## config.mk

```make
export PLATFORM = sky130hd
export DESIGN_NAME = rate_det
export DESIGN_NICKNAME = d
export VERILOG_FILES = /design/src/rtl/rate_det_pkg.sv /design/src/rtl/rate_det_occ.sv /design/src/rtl/rate_det_cmp.sv /design/src/rtl/rate_det.sv
export SDC_FILE = /design/constraint.sdc
export NUM_CORES = 1
export LEC_CHECK = 0
export CORE_MARGIN = 2
export CORE_UTILIZATION = 49
export DETAILED_ROUTE_END_ITERATION = 12
export PLACE_DENSITY = 0.88
export SYNTH_ARGS = -nofsm -noshare
export SYNTH_HDL_FRONTEND = slang
export SYNTH_HIERARCHICAL = 1
export SYNTH_SLANG_ARGS = --single-unit
```

## constraint.sdc

```tcl
create_clock -name clk -period 2 [get_ports clk]
set_input_delay 0.4 -clock clk [delete_from_list [all_inputs] [get_ports clk]]
set_output_delay 0.4 -clock clk [all_outputs]
set_load 0.01 [all_outputs]
```

## src/rtl/rate_det_pkg.sv

```systemverilog
package rate_det_pkg;

    typedef enum logic [1:0] {
        STEP_NONE,
        STEP_INC,
        STEP_DEC
    } step_e;

    typedef enum logic [1:0] {
        RATE_HOLD,
        RATE_FASTER,
        RATE_SLOWER
    } rate_e;

    // A write and a read in the same cycle cancel out.
    function automatic step_e decode_step(input logic wr, input logic rd);
        step_e s;
        unique case ({wr, rd})
            2'b10:   s = STEP_INC;
            2'b01:   s = STEP_DEC;
            default: s = STEP_NONE;
        endcase
        return s;
    endfunction

endpackage

```

## src/rtl/rate_det_occ.sv

```systemverilog
module rate_det_occ
    import rate_det_pkg::*;
#(
    parameter int DEPTH = 1024,
    parameter int LW    = $clog2(DEPTH + 1)
) (
    input  logic          clk,
    input  logic          rst_n,
    input  logic          wr_stb,
    input  logic          rd_stb,
    output logic [LW-1:0] level,
    output logic          overflow,
    output logic          underflow
);

    localparam logic [LW-1:0] FULL  = LW'(DEPTH);
    localparam logic [LW-1:0] EMPTY = '0;

    typedef struct packed {
        logic [LW-1:0] level;
        logic          ovf;
        logic          unf;
    } occ_t;

    occ_t  occ_d, occ_q;
    step_e step;

    always_comb begin
        step      = decode_step(wr_stb, rd_stb);
        occ_d     = occ_q;
        occ_d.ovf = 1'b0;
        occ_d.unf = 1'b0;
        unique case (step)
            STEP_INC: begin
                if (occ_q.level == FULL) occ_d.ovf = 1'b1;
                else                     occ_d.level = occ_q.level + 1'b1;
            end
            STEP_DEC: begin
                if (occ_q.level == EMPTY) occ_d.unf = 1'b1;
                else                      occ_d.level = occ_q.level - 1'b1;
            end
            default: ;
        endcase
    end

    always_ff @(posedge clk or negedge rst_n) begin
        if (!rst_n) occ_q <= '0;
        else        occ_q <= occ_d;
    end

    assign level     = occ_q.level;
    assign overflow  = occ_q.ovf;
    assign underflow = occ_q.unf;

endmodule

```

## src/rtl/rate_det_cmp.sv

```systemverilog
module rate_det_cmp
    import rate_det_pkg::*;
#(
    parameter int LW = 11
) (
    input  logic          clk,
    input  logic          rst_n,
    input  logic [LW-1:0] level,
    input  logic [LW-1:0] lo_thr,
    input  logic [LW-1:0] hi_thr,
    output logic          rate_up,
    output logic          rate_dn
);

    typedef struct packed {
        logic up;
        logic dn;
    } req_t;

    req_t  req_d, req_q;
    rate_e decision;

    always_comb begin
        decision = RATE_HOLD;
        // An inverted window gives no valid decision, so the loop holds.
        if (lo_thr <= hi_thr) begin
            if (level > hi_thr)      decision = RATE_FASTER;
            else if (level < lo_thr) decision = RATE_SLOWER;
        end
        req_d.up = (decision == RATE_FASTER);
        req_d.dn = (decision == RATE_SLOWER);
    end

    always_ff @(posedge clk or negedge rst_n) begin
        if (!rst_n) req_q <= '0;
        else        req_q <= req_d;
    end

    assign rate_up = req_q.up;
    assign rate_dn = req_q.dn;

endmodule

```

## src/rtl/rate_det.sv

```systemverilog
module rate_det
    import rate_det_pkg::*;
#(
    parameter int DEPTH = 1024,
    parameter int LW    = $clog2(DEPTH + 1)
) (
    input  logic          clk,
    input  logic          rst_n,
    input  logic          wr_stb,
    input  logic          rd_stb,
    input  logic [LW-1:0] lo_thr,
    input  logic [LW-1:0] hi_thr,
    output logic          rate_up,
    output logic          rate_dn,
    output logic [LW-1:0] level,
    output logic          overflow,
    output logic          underflow
);

    logic [LW-1:0] occ_level;

    rate_det_occ #(.DEPTH(DEPTH), .LW(LW)) occ_i (
        .clk       (clk),
        .rst_n     (rst_n),
        .wr_stb    (wr_stb),
        .rd_stb    (rd_stb),
        .level     (occ_level),
        .overflow  (overflow),
        .underflow (underflow)
    );

    rate_det_cmp #(.LW(LW)) cmp_i (
        .clk     (clk),
        .rst_n   (rst_n),
        .level   (occ_level),
        .lo_thr  (lo_thr),
        .hi_thr  (hi_thr),
        .rate_up (rate_up),
        .rate_dn (rate_dn)
    );

    assign level = occ_level;

endmodule

```

==> reports/metrics.yaml <==
status: "finished clean"
max_freq_mhz: 504.8
synth_fa_ha_area_frac: 0.2562
finClkSkew_ns: 0.002392
numPlacedInstances: 290
stdcell_count: 294
hold_buffers: 0
dieWidth_microns: 61.35
cpMaxStageDelayCell: "clkdlybuf4s50_1"
finalHoldViolCount: 0
drive_gt1_frac: 0.2000
final_nets: 310
cp-startpoint: "hi_thr[8]"
grt_usage: 0.2529
cts_max_level: 1
ctsRootBufferMaster: "clkbuf_4"
fin_crit_sh: 0.9905
ys_seq_area_frac: 0.2329
drcViolationCount: 0
ant_nets: 0
cpPeakStageDelay_ns: 0.46
tightestPinTransition_ns: 0.4008
cts_buffers: 3
setup_slack_ns: 0.01898
synth_compound_area_frac: 0.1475
io_buffer_count: 40
slew_viol_final: 0
ys_warn_count: 6
cap_violations: 0
r2r-end: "cmp_i/rate_dn"
final_cell_mix: "39 x clkdlybuf4s50_1, 31 x ha_1, 27 x buf_4"
insertion_delay_ns: 0.29
diodes: 0
worst-r2r-cell-count: 7
syn_inst: 183
die-area_sq_mm: 0.003764
synthMuxAreaShare: 0.01553
path_class: "in2reg"
crit_arrival_ns: 2.19
syn-num-nets: 242
rsz0062_at_grt: "true"
firstDrtPassIters: 4
cp.required_ns: 2.21
synth_area_sq_mm: 0.001612
antenna_found_initial: 0
endpoint_kind: "register"
power_density_mw_per_mm2: 1103
grt_overflow: 0
rrSetupSlack_ns: 0.09
final_common_cell: "clkdlybuf4s50_1"
yosys.area_share.simple: 0.2174
drt_wl_total_microns: 4401
crit_path_cell_trace: "clkdlybuf4s50_1, inv_1, ha_1, a211oi_1, nor2_1, o41a_1, nor4_2"
grt_pass1_wl_microns: 7044
gp_congestion: 0.8607
place_area_sq_mm: 0.002238
synthToLayoutAreaGrowth_pct: 44.56
clock_path_buffers: 2
maxSlewHeadroom: 0.7306
crit_end: "cmp_i/rate_dn"
drt-initial-drc-count: 121
fillers: 235
setup_viol: 0
start_kind: "input pin"
die_h_microns: 61.35
syn_avg_cell_area_sq_um: 8.806
synth_top_family_by_area: "adder cells"
dp_hpwl_microns: 3467
grt_max_degree: 16
utilization: 0.7508
postCtsSetupBuffers: 0
synth_cell_types: 40
cts_tree: "done"
boundaryPins: 41
cts_sinks: 15
core_sq_mm: 0.003103
vias: 1595
synth-seq-cells: 15
final_area_sq_mm: 0.002330
power_mw: 2.570
wire_per_inst_microns: 14.97
start_util: 0.5194
synth_xor_area_frac: 0.05978
finalCriticalPeriod_ns: 1.981
leakage_nw: 1.097
r2r-start: "occ_i/level[9]"
path_clk_slew_ns: 0.09
viasPerCell: 5.425
floorplan.rows: 20
place_ws_ns: -0.3149
hp-class: "in2async"
ir_drop_mv: 0.7662
first_global_vias: 1534
path_max_fanout: 2
==> cell families after synthesis <==
group / after synthesis
adders and majority gates: 33
AOI/OAI and AO/OA: 35
muxes: 2
and+or+nand+nor: 61
buffers and inverters: 26
DFF: 15
xor gates and xnor gates: 11
==> layout make-up <==
cell class / instances / area (sq um) / share of cell area
repair buffers: 67 / 605.6 / 0.2599
well taps: 44 / 55.05 / 0.02363
clock inverters: 1 / 5.005 / 0.002148
clock buffers: 3 / 22.52 / 0.009667
multi-input cells: 142 / 1182 / 0.5075
flip-flops and latches: 15 / 376.6 / 0.1617
inverters: 22 / 82.58 / 0.03545
==> cells in the mapped netlist <==
cell | instances | area share
o22ai_1 | 1 | 0.0039
o31ai_1 | 1 | 0.0047
nand4b_1 | 1 | 0.0054
nand2_1 | 14 | 0.033
and2_2 | 1 | 0.0047
or4_4 | 1 | 0.0070
a21oi_2 | 2 | 0.011
mux2_4 | 1 | 0.0093
nor2_1 | 8 | 0.019
nand4_1 | 15 | 0.058
a21oi_1 | 8 | 0.025
o2bb2ai_1 | 1 | 0.0054
buf_6 | 2 | 0.014
mux2i_1 | 1 | 0.0062
or3_1 | 3 | 0.012
nor3_1 | 2 | 0.0062
nand3b_1 | 1 | 0.0047
clkbuf_1 | 1 | 0.0023
a21o_1 | 7 | 0.033
nor4_2 | 3 | 0.023
o31a_1 | 1 | 0.0054
o21ai_0 | 7 | 0.022
ha_1 | 33 | 0.26
nor2b_1 | 2 | 0.0078
o32ai_1 | 1 | 0.0054
xnor2_1 | 10 | 0.054
a21bo_1 | 1 | 0.0062
a22o_1 | 1 | 0.0054
buf_2 | 1 | 0.0031
and2b_2 | 1 | 0.0054
o41a_1 | 1 | 0.0070
nand2b_1 | 2 | 0.0078
or2_2 | 1 | 0.0039
dfrtp_1 | 15 | 0.23
inv_1 | 22 | 0.051
nor4_1 | 1 | 0.0039
nand3_1 | 4 | 0.012
and2_1 | 1 | 0.0039
a211oi_1 | 3 | 0.014
xor2_1 | 1 | 0.0054
==> metal layers <==
layer,wire length (microns),vias up,track usage
met2,2064,49,0.4103
li1,-,800,-
met3,175,8,0.04622
met4,59,0,0.05167
met1,2102,738,0.3549
met5,0,-,0
==> how the worst min path moves through the flow <==
stage,from,endpoint,slack [ns],cells after the start
2_1_floorplan,rst_n,cmp_i/rate_dn,0.10,0
3_3_place_gp,occ_i/level[9],occ_i/level[9],0.53,1
3_5_place_dp,occ_i/level[9],occ_i/level[9],0.55,1
4_1_cts,rst_n,occ_i/level[10],0.41,2
5_1_grt,rst_n,occ_i/level[8],0.43,2
6_report,rst_n,occ_i/level[7],0.41,2
==> timing repair <==
item                                    in CTS  in global routing
endpoints found under the setup margin       1                  8
resized for setup                            1                 13
cloned                                       0                  0
pin swaps                                    0                  1
==> critical path: cells and delay by family <==
kind            cells  cell delay (ns)
compound gates      2             0.64
fa+ha+maj           1             0.30
buf+inv             2             0.52
simple gates        2             0.34
==> stage by stage <==
stage          hold slack [ns]  TNS [ns]
2_1_floorplan           0.1044         0
3_3_place_gp            0.5336    -1.538
3_5_place_dp            0.5526    -1.983
4_1_cts                 0.4144         0
5_1_grt                 0.4251  -0.03194
6_report                0.4096         0
==> flip-flops by register name, indices dropped and copies added, names as in the netlist <==
register and count:
cmp_i/rate_dn 1, cmp_i/rate_up 1, occ_i/level 11, occ_i/overflow 1, occ_i/underflow 1
==> where the power goes <==
part | internal [mW] | total, mW | leakage (nW) | switching [mW]
Combinational | 0.934 | 1.73 | 0.892 | 0.794
Sequential | 0.435 | 0.663 | 0.187 | 0.228
Clock | 0.0745 | 0.179 | 0.0177 | 0.105
Total | 1.44 | 2.57 | 1.10 | 1.13
No activity file was read; power rests on OpenSTA's default activity.
